## src/rtl/tsi_pkg.sv

```systemverilog
package tsi_pkg;
  localparam logic MODE_VAR   = 1'b0;
  localparam logic MODE_CONST = 1'b1;

  // Slots a source must lead its destination by for a same-frame read
  function automatic int lag_slots(input int nch);
    return nch / 16 + 1;
  endfunction
endpackage

```

## src/rtl/tsi_conn_mem.sv

```systemverilog
module tsi_conn_mem #(
  parameter int NCH = 32,
  parameter int CW  = $clog2(NCH)
) (
  input  logic          clk,
  input  logic          rst_n,
  input  logic          frame_sync,
  input  logic          cfg_we,
  input  logic [CW-1:0] cfg_chan,
  input  logic [CW-1:0] cfg_src,
  input  logic          cfg_mode,
  input  logic [CW-1:0] rd_chan,
  output logic [CW-1:0] rd_src,
  output logic          rd_mode
);
  import tsi_pkg::*;

  logic [NCH-1:0][CW-1:0] sh_src, act_src;
  logic [NCH-1:0]         sh_mode, act_mode;

  always_ff @(posedge clk) begin
    if (!rst_n) begin
      sh_src   <= '0;
      act_src  <= '0;
      sh_mode  <= {NCH{MODE_CONST}};
      act_mode <= {NCH{MODE_CONST}};
    end else begin
      if (cfg_we) begin
        sh_src[cfg_chan]  <= cfg_src;
        sh_mode[cfg_chan] <= cfg_mode;
      end
      if (frame_sync) begin
        act_src  <= sh_src;
        act_mode <= sh_mode;
      end
    end
  end

  // The fetch in the marker cycle already belongs to the new frame
  always_comb begin
    if (frame_sync) begin
      rd_src  = sh_src[rd_chan];
      rd_mode = sh_mode[rd_chan];
    end else begin
      rd_src  = act_src[rd_chan];
      rd_mode = act_mode[rd_chan];
    end
  end

  p_active_hold_r8: assert property (@(posedge clk) disable iff (!rst_n)
    !frame_sync |=> ($stable(act_src) && $stable(act_mode)));
endmodule

```

## src/rtl/tsi_data_mem.sv

```systemverilog
module tsi_data_mem #(
  parameter int NCH = 32,
  parameter int DW  = 8,
  parameter int CW  = $clog2(NCH)
) (
  input  logic          clk,
  input  logic          rst_n,
  input  logic          we,
  input  logic          wbank,
  input  logic [CW-1:0] waddr,
  input  logic [DW-1:0] wdata,
  input  logic          re,
  input  logic          rbank,
  input  logic [CW-1:0] raddr,
  output logic [DW-1:0] rdata
);
  logic [1:0][NCH-1:0][DW-1:0] bank_q;

  always_ff @(posedge clk) begin
    if (!rst_n) begin
      bank_q <= '0;
      rdata  <= '0;
    end else begin
      if (we) bank_q[wbank][waddr] <= wdata;
      if (re) rdata <= bank_q[rbank][raddr];
    end
  end

  p_rdata_hold_r2: assert property (@(posedge clk) disable iff (!rst_n)
    !re |=> $stable(rdata));
endmodule

```

## src/rtl/tsi_rd_sel.sv

```systemverilog
module tsi_rd_sel #(
  parameter int NCH = 32,
  parameter int CW  = $clog2(NCH),
  parameter int LAG = tsi_pkg::lag_slots(NCH)
) (
  input  logic [CW-1:0] dst_chan,
  input  logic [CW-1:0] src_chan,
  input  logic          mode,
  output logic          use_cur
);
  import tsi_pkg::*;

  localparam logic [CW-1:0] LAG_V = CW'(LAG);

  logic [CW-1:0] gap;
  logic          ahead;

  always_comb begin
    gap     = dst_chan - src_chan;
    ahead   = (dst_chan >= src_chan);
    use_cur = (mode == MODE_VAR) && ahead && (gap >= LAG_V);
  end
endmodule

```

## src/rtl/tsi_switch.sv

```systemverilog
module tsi_switch #(
  parameter int NCH = 32,
  parameter int DW  = 8,
  localparam int CW = $clog2(NCH)
) (
  input  logic          clk,
  input  logic          rst_n,
  input  logic          frame_sync,
  input  logic          in_valid,
  output logic          in_ready,
  input  logic [CW-1:0] in_chan,
  input  logic [DW-1:0] in_data,
  input  logic          fetch_valid,
  input  logic [CW-1:0] fetch_chan,
  output logic          out_valid,
  output logic [DW-1:0] out_data,
  input  logic          cfg_we,
  input  logic [CW-1:0] cfg_chan,
  input  logic [CW-1:0] cfg_src,
  input  logic          cfg_mode
);
  localparam int LAG = tsi_pkg::lag_slots(NCH);

  logic          wr_bank;
  logic          cur_bank;
  logic [CW-1:0] src_n;
  logic          mode_n;
  logic          use_cur;
  logic          rd_bank;

  assign in_ready = 1'b1;
  assign cur_bank = wr_bank ^ frame_sync;
  assign rd_bank  = use_cur ? cur_bank : ~cur_bank;

  always_ff @(posedge clk) begin
    if (!rst_n) begin
      wr_bank   <= 1'b0;
      out_valid <= 1'b0;
    end else begin
      if (frame_sync) wr_bank <= ~wr_bank;
      out_valid <= fetch_valid;
    end
  end

  tsi_conn_mem #(.NCH(NCH), .CW(CW)) u_cm (
    .clk(clk), .rst_n(rst_n), .frame_sync(frame_sync),
    .cfg_we(cfg_we), .cfg_chan(cfg_chan), .cfg_src(cfg_src), .cfg_mode(cfg_mode),
    .rd_chan(fetch_chan), .rd_src(src_n), .rd_mode(mode_n)
  );

  tsi_rd_sel #(.NCH(NCH), .CW(CW), .LAG(LAG)) u_sel (
    .dst_chan(fetch_chan), .src_chan(src_n), .mode(mode_n), .use_cur(use_cur)
  );

  tsi_data_mem #(.NCH(NCH), .DW(DW), .CW(CW)) u_dm (
    .clk(clk), .rst_n(rst_n),
    .we(in_valid), .wbank(cur_bank), .waddr(in_chan), .wdata(in_data),
    .re(fetch_valid), .rbank(rd_bank), .raddr(src_n), .rdata(out_data)
  );

  p_resp_valid_r2: assert property (@(posedge clk) disable iff (!rst_n)
    fetch_valid |=> out_valid);
  p_resp_idle_r2: assert property (@(posedge clk) disable iff (!rst_n)
    !fetch_valid |=> !out_valid);
  p_bank_swap_r3: assert property (@(posedge clk) disable iff (!rst_n)
    frame_sync |=> (wr_bank != $past(wr_bank)));
  p_bank_hold_r3: assert property (@(posedge clk) disable iff (!rst_n)
    !frame_sync |=> $stable(wr_bank));
endmodule

```

## config.mk

```make
export PLATFORM = sky130hd
export DESIGN_NAME = tsi_switch
export DESIGN_NICKNAME = d
export VERILOG_FILES = /design/src/rtl/tsi_pkg.sv /design/src/rtl/tsi_conn_mem.sv /design/src/rtl/tsi_data_mem.sv /design/src/rtl/tsi_rd_sel.sv /design/src/rtl/tsi_switch.sv
export SDC_FILE = /design/constraint.sdc
export NUM_CORES = 2
export LEC_CHECK = 0
export BUFFER_PORTS_ARGS = -buffer_cell sky130_fd_sc_hd__clkbuf_2
export CAP_MARGIN = 20
export CORE_MARGIN = 2
export CORE_UTILIZATION = 50
export DETAILED_ROUTE_END_ITERATION = 10
export PLACE_DENSITY = 0.65
export SLEW_MARGIN = 20
export SYNTH_ARGS = -nofsm -noshare
export SYNTH_HDL_FRONTEND = slang
export SYNTH_SLANG_ARGS = --single-unit
```

## constraint.sdc

```tcl
create_clock -name clk -period 6.3 [get_ports clk]
set_clock_uncertainty 0.05 [all_clocks]
set_input_delay 0.945 -clock clk [delete_from_list [all_inputs] [get_ports clk]]
set_output_delay 0.945 -clock clk [all_outputs]
set_load 0.005 [all_outputs]
```

* Yosys cells after proc, flatten, opt, wreduce, memory -nomap -nowiden
Cells that the tools add are included.
** Word-level totals
- Word-level logic and storage cells :: 180
- Output and inout port bits :: 10
- Register bits after elaboration :: 906
** Cells by class
- Order comparisons :: 11
- Add/subtract/negate cells :: 1
- Bitwise gates (word level) :: 4
- Muxes and demuxes :: 26
- Reductions and logical operators :: 5
** Operator list (number)
- 2-to-1 mux 256 bit :: 3
- bitwise mux 512 bit :: 1
- demux 256 bit (select 1 bit) :: 1
- bitwise mux 160 bit :: 1
- binary-select mux 5 bit (select 5 bit) :: 2
- binary-select mux 8 bit (select 5 bit) :: 1
- demux 8 bit (select 5 bit) :: 1
- bitwise mux 32 bit :: 1
- demux 5 bit (select 5 bit) :: 1
- less-than comparator 5 x 6 -> 1 bit (second input constant) :: 4
- 2-to-1 mux 5 bit :: 4
- 2-to-1 mux 8 bit :: 2
- binary-select mux 1 bit (select 5 bit) :: 2
- greater-or-equal comparator 5 x 1 -> 1 bit (second input constant) :: 2
- demux 1 bit (select 5 bit) :: 1
- greater-or-equal comparator 5 x 2 -> 1 bit (second input constant) :: 1
- greater-or-equal comparator 5 bit :: 1
- logical AND 1 bit :: 5
- 2-to-1 mux 1 bit :: 5
- subtractor 5 bit :: 1
- less-than comparator 1 x 2 -> 1 bit (second input constant) :: 2
- inverter 1 bit :: 3
- greater-or-equal comparator 1 bit (second input constant) :: 1
- XOR 1 bit :: 1

* Depth between registers and ports, before layout
- Depth after elaboration :: 11
- Mapped depth :: 28
- Gate-level depth less buffers :: 19

* Cells and area by module
From an unflattened synthesis, not the netlist that was laid out.
** Unflattened totals
- Cells, all modules :: 4405
- Area total of the unflattened synthesis :: 42326.8 µm²
** By module, submodules not included
- tsi_data_mem :: cells an instance 2618, instances 1, area an instance 24473.5 µm², seq. area each 10410.0 µm²
- tsi_conn_mem :: cells an instance 1748, instances 1, area an instance 17540.6 µm², seq. area each 7687.4 µm²
- tsi_rd_sel :: cells an instance 31, instances 1, area an instance 222.7 µm², seq. area each 0.0 µm²
- tsi_switch :: cells an instance 8, instances 1, area an instance 90.1 µm², seq. area each 40.0 µm²

* Worst setup path before layout
Ideal clock, no wire load.
- Kind :: input port to flip-flop
- Start :: input port fetch_chan[0]
- End :: register u_dm.rdata[0]
- Slack :: -126 ps
- Data required time :: 6133 ps
- Data arrival time :: 6260 ps
- Cell stages on the path :: 22
- Setup time :: 117 ps
- Buffers on the path :: 6
- Path through :: buf_6 buf_12 buf_12 buf_2 mux4_2 mux4_2 mux4_2 inv_1 ha_1 a21oi_1 and3b_1 o221ai_1 and2_1 and4_1 clkbuf_1 nor3_2 buf_4 mux2i_1 o22ai_1 or4_4 or4_1 and4b_1
** On the way
- Cells in the longest elaborated chain, start to end :: 11
** RTL lines
- start: declaration :: line tsi_switch.sv:14 : input logic [CW-1:0] fetch_chan,
- binary-select mux 5 bit (select 5 bit), or another cell as far along :: line tsi_conn_mem.sv:45 : rd_src = act_src[rd_chan];
- 2-to-1 mux 5 bit (implied by the code), or another cell as far along :: line tsi_conn_mem.sv:45
- 2-to-1 mux 5 bit or 2-to-1 mux 1 bit (tied branches) :: line tsi_conn_mem.sv:41 : if (frame_sync) begin
- subtractor 5 bit, or another cell as far along :: line tsi_rd_sel.sv:19 : gap = dst_chan - src_chan;
- greater-or-equal comparator 5 x 2 -> 1 bit or logical AND 1 bit (tied branches) :: line tsi_rd_sel.sv:21 : use_cur = (mode == MODE_VAR) && ahead && (gap >= LAG_V);
- logical AND 1 bit :: line tsi_rd_sel.sv:21
- 2-to-1 mux 1 bit :: line tsi_switch.sv:33 : assign rd_bank = use_cur ? cur_bank : ~cur_bank;
- 2-to-1 mux 256 bit (implied by the code) (2 in a row) :: line tsi_data_mem.sv:25 : if (re) rdata <= bank_q[rbank][raddr];
- binary-select mux 8 bit (select 5 bit) (*) :: line tsi_data_mem.sv:25
- 2-to-1 mux 8 bit (implied by the code) (*) :: line tsi_data_mem.sv:25
- end signal: assignment :: line tsi_data_mem.sv:25
- end: declaration :: line tsi_data_mem.sv:15 : output logic [DW-1:0] rdata
Mark *: on every way between the ends. The rest lies on a longest branch, timed or not. The select of a mux whose other input is x is not followed.
A chain may end at the register's enable or synchronous reset.

* Worst setup path in the final report
- Start :: input port fetch_chan[0]
- End :: register u_dm.rdata[6]
Same word-level chain as after synthesis.

==> results_dict.tcl <==
set metrics [dict create \
    status "completed" \
    startpoint_type "input pin" \
    critPathArrivalTime_ns 6.54 \
    dpl.cell_count 5392 \
    syn_inst 4302 \
    p_per_area_nw_per_um2 270 \
    path_buf_inv 6 \
    p_clk_frac 0.467 \
    synthArstFlopShare 0 \
    num_rows 106 \
    max-cap-violations 0 \
    clk_path_buf_depth 3 \
    worst_pin_slew_ns 1.19 \
    firstDrtPassIters 6 \
    yosysWarnings 0 \
    path_common_cell "buf_4" \
    switching_share 0.250 \
    synth_nets 4343 \
    synth_edf_count 0 \
    die-area_um2 87400 \
    core_area_um2 84000 \
    multiInputGateArea_um2 23000 \
    finalMaxSlewViolations 0 \
    path_cells "buf_8, buf_4, buf_4, mux4_2, a22o_1, a221oi_1, mux4_2, ha_1, a21oi_1, and3b_1, o221ai_2, and2_1, and4_1, nor3_4, buf_4, buf_6, buf_4, mux2i_1, o21ai_0, nor4_2, o41a_1, nor4_1" \
    drive_gt1_frac 0.136 \
    p_int_w 0.00984 \
    place_congestion 0.889 \
    synth.most_common_cell "mux2i_1" \
    cts_tree "yes" \
    antenna_found_initial 1 \
    antennaDiodeCount 0 \
    cts_sinks 906 \
    clk_pin_slew_ns 0.06 \
    hold_viol_final 0 \
    rsz0062_at_grt "no" \
    ys_top_cells_by_count "mux2i_1 (926), dfxtp_1 (906), nor2b_1 (752), nand2_1 (473), clkbuf_1 (241)" \
    finalCritPeriodShare 0.957 \
    whs_endpoint "u_cm.act_mode[16]" \
    p_leak_nw 17.5 \
    cts-hold-fix-buffers 0 \
    io_pins 45 \
    die_h_um 296 \
    synth_top_area_cell "dfxtp_1" \
    clockRootBuffer "clkbuf_16" \
    min_from "u_cm.act_mode[16]" \
    placed_cell_area_um2 44900 \
    pwr-share-comb 0.092 \
    maxSlewHeadroom 0.206 \
    p_sw_w 0.00327 \
    routedWlPerCell_um 22.0 \
    worst_r2r_endpoint "u_dm.rdata[6]" \
    pwr-share-seq 0.441 \
    num-nets-final 4404 \
    cp.required_ns 6.82 \
    cp_slowest_cell "mux4_2" \
    fillerInstances 7391 \
    r2r_slack_ns 0.61 \
    vias_per_cell 5.64 \
    routed_wl_um 123000 \
    grt-ovfl-total 0 \
    hold_ws_ns 0.413 \
    num_vias 31500 \
    crit_type "input pin to flop" \
    reg2regPathDepth 19 \
    max-vdd-ir-drop_uv 238 \
    grt_pass1_vias 30300 \
    slowest_delay_ns 0.48 \
    synth_area_um2 42500 \
    dp_hpwl_um 76900 \
    drc 0 \
    synth_area_leaders "dfxtp_1 (43%), mux2i_1 (22%), nor2b_1 (11%), nand2_1 (4.2%), mux4_2 (3.4%)" \
    max_freq_ghz 0.166 \
    numCtsBuffers 99 \
    crit_path_max_fanout 24 \
    grt_pass1_wl_um 187000 \
    path_delay_family "simple AND/OR/NAND/NOR gates" \
    final_area_um2 48500 \
    hold_path_class "flop to flop" \
    hold_depth 2 \
    yosysTopAreaCellShare 0.427 \
    fin_crit_ns 6.03 \
    yosys_most_used_dff "dfxtp_1" \
    seq_area_frac_synth 0.427 \
    track_usage 0.276 \
    cp-end-kind "flop" \
    grt_start_max_net_pins 245 \
    syn_area_per_cell_um2 9.88 \
    cts.htree.levels 3 \
    register_area_um2 18100 \
    ys_ff_latch 906 \
    initialDrtViolationCount 2459 \
    start_util 0.506 \
    die_w_um 296 \
    ant_nets 0 \
    tns_ns 0 \
    area_delta_synth_final_pct 14.1 \
    stdcell_count 5583 \
    synth_cell_types 79 \
    timing.rr.start "u_cm.act_src[113]" \
    setup_viol 0 \
    numPortBuffers 43 \
    clock_latency_ns 0.68 \
]
-- area by class of cell --
| class | instances | area share |
|---|---|---|
| multi-input cells | 3039 | 0.474 |
| inverters | 13 | 0.00103 |
| repair buffers | 304 | 0.0512 |
| clock inverters | 51 | 0.0135 |
| clock buffers | 136 | 0.0572 |
| flip-flops and latches | 906 | 0.374 |
| well taps | 1134 | 0.0293 |
-- worst max-delay path by stage --
| stage | slack (ns) | startpoint | end | depth (start not counted) |
|---|---|---|---|---|
| 3_3_place_gp | -0.95 | fetch_chan[0] | u_dm.rdata[0] | 20 |
| 5_1_grt | 0.06 | fetch_chan[0] | u_dm.rdata[4] | 22 |
| 4_1_cts | 0.08 | fetch_chan[0] | u_dm.rdata[3] | 20 |
| 2_1_floorplan | 0.02 | fetch_chan[0] | u_dm.rdata[0] | 22 |
| 3_5_place_dp | -1.01 | fetch_chan[0] | u_dm.rdata[0] | 20 |
| 6_report | 0.27 | fetch_chan[0] | u_dm.rdata[6] | 22 |
-- tightest hold or removal path: cells and delay by family, from the launching register on --
| family | cells | cell delay (ns) |
|---|---|---|
| and+or+nand+nor | 1 | 0.06 |
| muxes | 1 | 0.06 |
| DFF | 1 | 0.32 |
-- cell usage in the layout, fill, tap and decap left out, types with 7 or more instances in the layout --
cell / count
o21ai_0: 60
clkbuf_8: 16
clkinv_2: 28
a22o_1: 11
o41ai_1: 10
a21boi_0: 91
mux4_2: 65
dfxtp_1: 906
nand3_1: 105
nand4_1: 10
or4_1: 10
clkbuf_2: 36
buf_4: 240
nor3_1: 8
inv_1: 11
nor2b_1: 752
nor2_1: 82
nand2b_1: 10
a221oi_1: 7
and3b_1: 9
mux2i_1: 926
o31ai_1: 9
mux2_2: 23
bufinv_16: 12
a22oi_1: 16
nor3b_1: 7
nor4_1: 30
clkbuf_16: 100
a21oi_1: 153
clkbuf_1: 21
buf_12: 18
nand3b_1: 8
o22ai_1: 33
mux4_1: 18
nand2_1: 473
-- metal layers --
| layer | up-vias | global-route usage | wire, µm |
|---|---|---|---|
| met5 | - | 0 | 0 |
| met4 | 0 | 0.0921 | 3870 |
| met3 | 212 | 0.0347 | 6600 |
| met2 | 905 | 0.440 | 55600 |
| met1 | 15300 | 0.386 | 56600 |
| li1 | 15000 | - | - |
-- per-stage QoR --
| stage | util | setup WS (ns) | power [W] |
|---|---|---|---|
| CTS | 0.577 | 0.0796 | 0.0132 |
| global route | 0.578 | 0.0561 | 0.0135 |
| detailed placement | 0.535 | -1.01 | 0.00708 |
| global placement | 0.535 | -0.954 | 0.00708 |
| floorplan | - | 0.0195 | 0.00663 |
| finish | 0.578 | 0.273 | 0.0131 |
-- flip-flops by register name (all words and copies together) (netlist names) --
register and cells:
out_valid 1, u_cm.act_mode 32, u_cm.act_src 160, u_cm.sh_mode 32, u_cm.sh_src 160, u_dm.bank_q 512, u_dm.rdata 8, wr_bank 1
-- kinds of logic (layout without fill, tap and decap cells) --
logic type      after synthesis  after routing  synth area share
buf+inv                     357            504            0.0367
xor+xnor                      3              3          0.000618
flops                       906            906             0.427
simple gates               1553           1553             0.195
mux                        1038           1038             0.273
fa+ha+maj                     6              6           0.00194
other cells                   1              1         0.0000882
compound gates              438            438            0.0662
-- power groups by stage --
stage / clock network [W] / registers (W) / logic (W)
after global placement: 0 / 0.00591 / 0.00116
after CTS: 0.00620 / 0.00579 / 0.00117
after detailed placement: 0 / 0.00591 / 0.00117
final: 0.00612 / 0.00579 / 0.00121
after floorplan: 0 / 0.00590 / 0.000730
after global routing: 0.00643 / 0.00579 / 0.00126
-- timing repair --
item / 4_1_cts / 5_1_grt
endpoints found under the setup margin: 7 / 8
cloned: 0 / 1
resized for setup: 10 / 8
buffers inserted: 0 / 2
pin swaps: 0 / 2
Note: power is estimated with default switching activity, not from simulation.
